--- config.mk ---
export PLATFORM = sky130hd
export DESIGN_NAME = hsx_engine
export DESIGN_NICKNAME = d
export VERILOG_FILES = /design/src/rtl/hsx_pkg.sv /design/src/rtl/hsx_pair_track.sv /design/src/rtl/hsx_collect.sv /design/src/rtl/hsx_feed.sv /design/src/rtl/hsx_irq_delay.sv /design/src/rtl/hsx_engine.sv
export SDC_FILE = /design/constraint.sdc
export NUM_CORES = 1
export LEC_CHECK = 0
export BUFFER_PORTS_ARGS = -buffer_cell sky130_fd_sc_hd__buf_2
export CAP_MARGIN = 40
export CELL_PAD_IN_SITES_DETAIL_PLACEMENT = 2
export CELL_PAD_IN_SITES_GLOBAL_PLACEMENT = 2
export CORE_MARGIN = 10
export CORE_UTILIZATION = 41
export DETAILED_ROUTE_END_ITERATION = 10
export PLACE_DENSITY_LB_ADDON = 0.15
export SKIP_CTS_REPAIR_TIMING = 1
export SYNTH_ARGS = -nofsm -noshare
export SYNTH_HDL_FRONTEND = slang
export SYNTH_HIERARCHICAL = 1
export SYNTH_SLANG_ARGS = --single-unit
--- constraint.sdc ---
create_clock -name clk -period 2.52 [get_ports clk]
set_input_delay 0.126 -clock clk [delete_from_list [all_inputs] [get_ports clk]]
set_output_delay 0.126 -clock clk [all_outputs]
set_load 0.02 [all_outputs]
--- src/rtl/hsx_pkg.sv ---
package hsx_pkg;
   localparam int unsigned BYTE_W = 8;
   localparam logic [BYTE_W-1:0] DIR_ALL_OUT = 8'hFF;

   typedef logic [BYTE_W-1:0] byte_t;

   // handshake events decoded from one sample of the host lines
   typedef struct packed {
      logic put;   // host-to-device byte step
      logic get;   // device-to-host byte step
      logic sync;  // ack toggle while idle
      logic fin;   // busy released
      logic idle;  // busy released, no ack toggle rule
   } hs_ev_t;
endpackage

--- src/rtl/hsx_pair_track.sv ---
module hsx_pair_track (
   input  logic clk,
   input  logic rst_n,
   input  logic busy_n_i,
   input  logic ack_n_i,
   output logic busy_prev_n,
   output logic pair_chg,
   output logic ack_chg
);
   logic busy_q;
   logic ack_q;

   always_ff @(posedge clk or negedge rst_n) begin
      if (!rst_n) begin
         busy_q <= 1'b1;
         ack_q  <= 1'b1;
      end else begin
         busy_q <= busy_n_i;
         ack_q  <= ack_n_i;
      end
   end

   assign busy_prev_n = busy_q;
   assign ack_chg     = ack_n_i != ack_q;
   assign pair_chg    = ack_chg || (busy_n_i != busy_q);
endmodule

--- src/rtl/hsx_collect.sv ---
module hsx_collect
   import hsx_pkg::*;
#(
   parameter int unsigned DEPTH = 16
) (
   input  logic                       clk,
   input  logic                       rst_n,
   input  logic                       put,
   input  byte_t                      din,
   input  logic                       flush,
   input  logic [$clog2(DEPTH)-1:0]   raddr,
   output logic [$clog2(DEPTH+1)-1:0] count,
   output logic                       stored,
   output byte_t                      rdata
);
   localparam int unsigned CW = $clog2(DEPTH + 1);

   logic [CW-1:0]        cnt_q;
   logic [DEPTH-1:0][BYTE_W-1:0] slots;

   assign stored = put && (cnt_q < CW'(DEPTH));

   always_ff @(posedge clk or negedge rst_n) begin
      if (!rst_n)      cnt_q <= '0;
      else if (flush)  cnt_q <= '0;
      else if (stored) cnt_q <= cnt_q + 1'b1;
   end

   for (genvar g = 0; g < DEPTH; g++) begin : g_slot
      byte_t q;
      always_ff @(posedge clk or negedge rst_n) begin
         if (!rst_n)                          q <= '0;
         else if (stored && cnt_q == CW'(g)) q <= din;
      end
      assign slots[g] = q;
   end

   assign count = cnt_q;
   assign rdata = slots[raddr];
endmodule

--- src/rtl/hsx_feed.sv ---
module hsx_feed
   import hsx_pkg::*;
#(
   parameter int unsigned DEPTH = 16
) (
   input  logic                       clk,
   input  logic                       rst_n,
   input  logic                       we,
   input  logic [$clog2(DEPTH)-1:0]   waddr,
   input  byte_t                      wdata,
   input  logic                       go,
   input  logic [$clog2(DEPTH+1)-1:0] len,
   input  logic                       take,
   output logic                       pending,
   output logic                       last,
   output byte_t                      head
);
   localparam int unsigned CW = $clog2(DEPTH + 1);
   localparam int unsigned AW = $clog2(DEPTH);

   logic [CW-1:0] size_q;
   logic [CW-1:0] rd_q;
   logic [DEPTH-1:0][BYTE_W-1:0] cells;

   assign pending = rd_q < size_q;
   assign last    = pending && (rd_q == size_q - 1'b1);
   assign head    = cells[rd_q[AW-1:0]];

   always_ff @(posedge clk or negedge rst_n) begin
      if (!rst_n) begin
         size_q <= '0;
         rd_q   <= '0;
      end else if (go) begin
         size_q <= (len > CW'(DEPTH)) ? CW'(DEPTH) : len;
         rd_q   <= '0;
      end else if (take) begin
         rd_q <= rd_q + 1'b1;
      end
   end

   for (genvar g = 0; g < DEPTH; g++) begin : g_cell
      byte_t q;
      always_ff @(posedge clk or negedge rst_n) begin
         if (!rst_n)                          q <= '0;
         else if (we && waddr == AW'(g))     q <= wdata;
      end
      assign cells[g] = q;
   end
endmodule

--- src/rtl/hsx_irq_delay.sv ---
module hsx_irq_delay #(
   parameter int unsigned DELAY_CYC = 15000
) (
   input  logic clk,
   input  logic rst_n,
   input  logic trig,
   input  logic imm,
   output logic pulse
);
   if (DELAY_CYC == 0) begin : g_direct
      always_ff @(posedge clk or negedge rst_n) begin
         if (!rst_n) pulse <= 1'b0;
         else        pulse <= trig;
      end
   end else begin : g_timed
      localparam int unsigned DW = $clog2(DELAY_CYC + 1);
      logic [DW-1:0] cnt_q;

      always_ff @(posedge clk or negedge rst_n) begin
         if (!rst_n) begin
            cnt_q <= '0;
            pulse <= 1'b0;
         end else if (trig && imm) begin
            cnt_q <= '0;
            pulse <= 1'b1;
         end else if (trig) begin
            cnt_q <= DW'(DELAY_CYC);
            pulse <= 1'b0;
         end else if (cnt_q == DW'(1)) begin
            cnt_q <= '0;
            pulse <= 1'b1;
         end else begin
            cnt_q <= (cnt_q != '0) ? cnt_q - 1'b1 : cnt_q;
            pulse <= 1'b0;
         end
      end
   end
endmodule

--- src/rtl/hsx_engine.sv ---
module hsx_engine
   import hsx_pkg::*;
#(
   parameter int unsigned OUT_DEPTH = 16,
   parameter int unsigned RSP_DEPTH = 16,
   parameter int unsigned DELAY_CYC = 15000
) (
   input  logic                            clk,
   input  logic                            rst_n,
   input  logic                            host_busy_n,
   input  logic                            host_ack_n,
   output logic                            dev_req_n,
   input  logic                            dir_out,
   input  logic [7:0]                      hs_dir_mask,
   input  logic                            sr_we,
   input  logic [7:0]                      sr_wdata,
   output logic [7:0]                      sr_q,
   input  logic [$clog2(OUT_DEPTH)-1:0]    obuf_raddr,
   output logic [7:0]                      obuf_rdata,
   output logic                            pkt_done,
   output logic [$clog2(OUT_DEPTH+1)-1:0]  pkt_len,
   input  logic                            rsp_we,
   input  logic [$clog2(RSP_DEPTH)-1:0]    rsp_waddr,
   input  logic [7:0]                      rsp_wdata,
   input  logic                            rsp_go,
   input  logic [$clog2(RSP_DEPTH+1)-1:0]  rsp_len,
   output logic                            sr_irq
);
   localparam int unsigned OCW = $clog2(OUT_DEPTH + 1);

   if (OUT_DEPTH < 2) begin : g_bad_out
      $error("OUT_DEPTH must be at least 2");
   end
   if (RSP_DEPTH < 2) begin : g_bad_rsp
      $error("RSP_DEPTH must be at least 2");
   end

   logic     busy_prev_n, pair_chg, ack_chg;
   logic     tip_on;
   hs_ev_t   ev;
   logic     stored, rsp_pend, rsp_last, trig;
   byte_t    rsp_head;
   logic [OCW-1:0] ocount;

   byte_t          sr_r;
   logic           req_r;
   logic           done_r;
   logic [OCW-1:0] len_r;

   hsx_pair_track u_trk (
      .clk        (clk),
      .rst_n      (rst_n),
      .busy_n_i   (host_busy_n),
      .ack_n_i    (host_ack_n),
      .busy_prev_n(busy_prev_n),
      .pair_chg   (pair_chg),
      .ack_chg    (ack_chg)
   );

   assign tip_on = !host_busy_n;

   always_comb begin
      ev      = '0;
      ev.put  = tip_on && pair_chg && dir_out;
      ev.get  = tip_on && pair_chg && !dir_out && rsp_pend;
      ev.sync = !tip_on && busy_prev_n && ack_chg;
      ev.fin  = !tip_on && !busy_prev_n;
      ev.idle = !tip_on && !ev.sync;
   end

   hsx_collect #(.DEPTH(OUT_DEPTH)) u_col (
      .clk   (clk),
      .rst_n (rst_n),
      .put   (ev.put),
      .din   (sr_r),
      .flush (ev.fin),
      .raddr (obuf_raddr),
      .count (ocount),
      .stored(stored),
      .rdata (obuf_rdata)
   );

   hsx_feed #(.DEPTH(RSP_DEPTH)) u_feed (
      .clk    (clk),
      .rst_n  (rst_n),
      .we     (rsp_we),
      .waddr  (rsp_waddr),
      .wdata  (rsp_wdata),
      .go     (rsp_go),
      .len    (rsp_len),
      .take   (ev.get),
      .pending(rsp_pend),
      .last   (rsp_last),
      .head   (rsp_head)
   );

   assign trig = stored || ev.get || ev.sync || ev.fin || rsp_go;

   hsx_irq_delay #(.DELAY_CYC(DELAY_CYC)) u_dly (
      .clk  (clk),
      .rst_n(rst_n),
      .trig (trig),
      .imm  (hs_dir_mask == DIR_ALL_OUT),
      .pulse(sr_irq)
   );

   always_ff @(posedge clk or negedge rst_n) begin
      if (!rst_n)      sr_r <= '0;
      else if (ev.get) sr_r <= rsp_head;
      else if (sr_we)  sr_r <= sr_wdata;
   end

   always_ff @(posedge clk or negedge rst_n) begin
      if (!rst_n)                      req_r <= 1'b1;
      else if (ev.get && rsp_last)     req_r <= 1'b1;
      else if (ev.sync)                req_r <= host_ack_n;
      else if (ev.idle && rsp_pend)    req_r <= 1'b0;
   end

   always_ff @(posedge clk or negedge rst_n) begin
      if (!rst_n) begin
         done_r <= 1'b0;
         len_r  <= '0;
      end else begin
         done_r <= ev.fin && (ocount != '0);
         if (ev.fin && (ocount != '0)) len_r <= ocount;
      end
   end

   assign sr_q      = sr_r;
   assign dev_req_n = req_r;
   assign pkt_done  = done_r;
   assign pkt_len   = len_r;
endmodule

==> impl_results.md <==
- Status: finished with violations
- Failing checks: hold timing
- List of most frequent post-synthesis cells: dfrtp_1 (300), mux2_2 (255), mux4_2 (45), nand2_1 (45), a22oi_1 (32)
- Fin nets: ~1.2k
- Share of cells above drive strength 1: 0.4663
- Synth-to-layout area growth: 16.79%
- Total Power: around 13 mW
- Worst VDD drop: roughly 0.5 mV
- CTS Buf Count: 36
- Fmax: 0.4169 GHz
- Arrival time at the worst endpoint: around 2.8 ns
- Total Wirelength: between 30000 and 40000 um
- Critical Path RT: between 2 and 3 ns
- Synthesized Nets: around 1.1k
- P_int: just under 10 mW
- Synth area leaders: dfrtp_1 (52%), mux2_2 (20%), mux4_2 (7.0%), mux4_1 (3.3%), a22oi_1 (1.7%)
- Post-placement cell area: 15520 sq um
- Pre-antenna DRT Iters: 4
- WHS: -0.02947 ns
- First-pass GRT wire length: approximately 61000 um
- Clock transition at path regs: around 0.06 ns
- Most frequent cell after synthesis: dfrtp_1
- Place WS: -0.1131 ns
- Total grt overflow: 0
- Comb power frac: 0.156
- Final critical-path required period: around 2.4 ns
- Synth top area share: 0.5196
- IO Pins: between 60 and 70
- Setup Viol. Count Final: 0
- Via density: between 5 and 6
- Latest clock arrival within the worst-skew pair: 0.51 ns
- Post-synth top area cell: dfrtp_1
- Clock sinks: around 300
- Slew HR: 0.4825
- Via count: 8877
- R2r startpoint: u_feed/size_q[3]$_DFFE_PN0P_
- GRT Total Usage: 0.1770
- NetSw: ~3.5 mW
- Clk root buf: clkbuf_16
- Synth Area per Inst: approximately 15 sq um
- Crit path max fanout: 5
- Die X: roughly 210 um
- Crit path launch type: register
- Hold Fails Final Rpt: 4
- I/O Buffers: 68
- Critical path endpoint category: register
- Worst r2r path cells: 13
- Pin count of the biggest net entering global routing: 90
- TritonCTS clock tree: done
- Antenna Nets Post-Route: 0
- Detail Placement HPWL: approximately 25000 um
- Vias in the first global route: roughly 10k
- Final period util: 0.9519
- Internal reg-to-reg setup slack: 0.12 ns
- Mapped Cells: 991
- Final Max Slew Viols: 0
- Post-route non-filler standard cell count: around 1.6k
- Die Y: between 200 and 250 um
- Worst setup margin: between 0.1 and 0.15 ns
- Core area: 34630 sq um
- R2R Path End: u_dly/g_timed.cnt_q[4]$_DFFE_PN0P_
- Flops & latches, synth: around 300
- Slew @ Worst Pin: between 0.7 and 0.8 ns
- Hold EP: sr_q[0]$_DFFE_PN0P_
- Max-cap viol count: 0
- Clock power share: 0.379
- Sequential Power Share: 0.465
- RD Place Congestion: about 0.73
- Most common flop cell mapped by yosys: dfrtp_1
- WL/cell: around 24 um
- DR iter-0 viols: ~330
- Pwr/cell area: 788.8 nW/um^2
- P_leak: around 7.6 nW
- Worst hold path depth: 3
- Skew final: around 0.017 ns
- Post-Synthesis Cell Area: between 10000 and 15000 sq um
- Setup CP Type: register to register
- # rows: 68
- Antenna Cells: 0
- Sequential area share after synthesis: 0.5250
- H-tree depth: 2
- DIE AREA: 43150 sq um
- Min-Delay Path Class: primary input to register
- Initial Util: 0.4173
- Post-synth EDFFs: 0
- Drt drc: 0
- Final instance area: about 17000 sq um
- Cells after DPL: 1504
- Longest Clk Path Bufs: 3
- Syn. warnings: 6
- Hold Startpoint: sr_wdata[0]
- Switching Fraction: 0.2630
- Initial antenna violation count: 0
- Netlist cell types: between 60 and 70
- Post-synth ARST share: 1.000
## logic make-up (layout without fill, tap and decap cells)
family / Yosys count / in the layout / share of synthesized area
DFF: 303 / 303 / 0.5250
AOI/OAI and AO/OA: 81 / 81 / 0.03983
muxes: 329 / 329 / 0.3104
xor gates and xnor gates: 20 / 20 / 0.01212
adders and majority gates: 14 / 14 / 0.01212
buffers and inverters: 76 / 213 / 0.02910
and+or+nand+nor: 168 / 168 / 0.07144
## how the worst max path moves through the flow
stage | startpoint | to | slack, ns | cells past startpoint
after floorplan | u_feed/rd_q[0]$_DFFE_PN0P_ | u_dly/pulse$_DFF_PN0_ | 0.008 | 15
after global placement | u_feed/size_q[3]$_DFFE_PN0P_ | u_dly/pulse$_DFF_PN0_ | -0.04 | 10
after detailed placement | u_feed/size_q[3]$_DFFE_PN0P_ | u_dly/pulse$_DFF_PN0_ | -0.11 | 10
after CTS | u_feed/size_q[3]$_DFFE_PN0P_ | u_dly/pulse$_DFF_PN0_ | -0.11 | 10
after global routing | u_feed/size_q[3]$_DFFE_PN0P_ | u_dly/g_timed.cnt_q[11]$_DFFE_PN0P_ | -0.02 | 13
final | u_feed/size_q[3]$_DFFE_PN0P_ | u_dly/g_timed.cnt_q[4]$_DFFE_PN0P_ | 0.12 | 13
## flip-flops by register name, summed over array words and instances, names as in the netlist
name,flops
dev_req_n,1
pkt_done,1
pkt_len,5
sr_q,8
u_col/count,5
u_col/g_slot.q,128
u_dly/g_timed.cnt_q,14
u_dly/pulse,1
u_feed/g_cell.q,128
u_feed/rd_q,5
u_feed/size_q,5
u_trk/ack_q,1
u_trk/busy_prev_n,1
## layout make-up
type	instances	area, sq um
fill	3245	17750
inverter	16	60.06
multi-input combinational	612	6495
tap	455	569.3
clock buffer	56	1099
clock inverter	8	60.06
timing repair buffer	133	1005
sequential	303	7587
## power groups by stage
stage          Clock, mW  Sequential [mW]  Combinational [mW]
5_1_grt             5.44             6.30                2.27
6_report            5.05             6.18                2.08
3_3_place_gp           0             6.19                1.98
4_1_cts             5.21             6.19                2.09
3_5_place_dp           0             6.26                2.07
2_1_floorplan          0             6.05                1.47
## cell usage in the layout (no fill, tap or decap), drive strengths merged, types with 5 or more instances in the layout
cell type / netlist / layout
dfrtp: 300 / 300
mux2: 256 / 256
buf: 37 / 121
mux4: 64 / 64
clkbuf: 21 / 56
nand2: 46 / 46
nor2: 34 / 34
a22oi: 32 / 32
a21oi: 17 / 17
inv: 16 / 16
ha: 14 / 14
o21ai: 13 / 13
dlygate4sd3: 0 / 12
nand2b: 12 / 12
nand3: 11 / 11
xor2: 10 / 10
xnor2: 10 / 10
mux2i: 9 / 9
nand4: 9 / 9
nor3: 9 / 9
and3: 8 / 8
nor2b: 8 / 8
clkinv: 0 / 6
nand3b: 6 / 6
a22o: 5 / 5
## routing by layer
layer  vias to the layer above  global-route usage  wire length (um)
met5                         -                   0                 0
met4                         0             0.03636               586
met3                        43             0.02497               997
met2                       119              0.2990             19010
met1                      4806              0.2373             17970
li1                       3909                   -                 -
## critical path: stages (launching register included)
cell and delay [ns]:
dfrtp_1 0.35, inv_1 0.07, ha_1 0.31, a21o_1 0.17, a21oi_1 0.18, nor2b_4 0.18, nor4bb_4 0.24, nor4_2 0.09
nand2_2 0.15, buf_4 0.17, nand2_1 0.08, o31ai_4 0.07, buf_4 0.18, a31oi_1 0.05
## metrics by stage
step                setup TNS, ns    util
floorplan                       0       -
global placement         -0.03670  0.4483
detailed placement        -0.3923  0.4483
CTS                       -0.4588  0.4818
global route             -0.04667  0.4873
finish                          0  0.4873
Power figures use the tool's default switching activity.
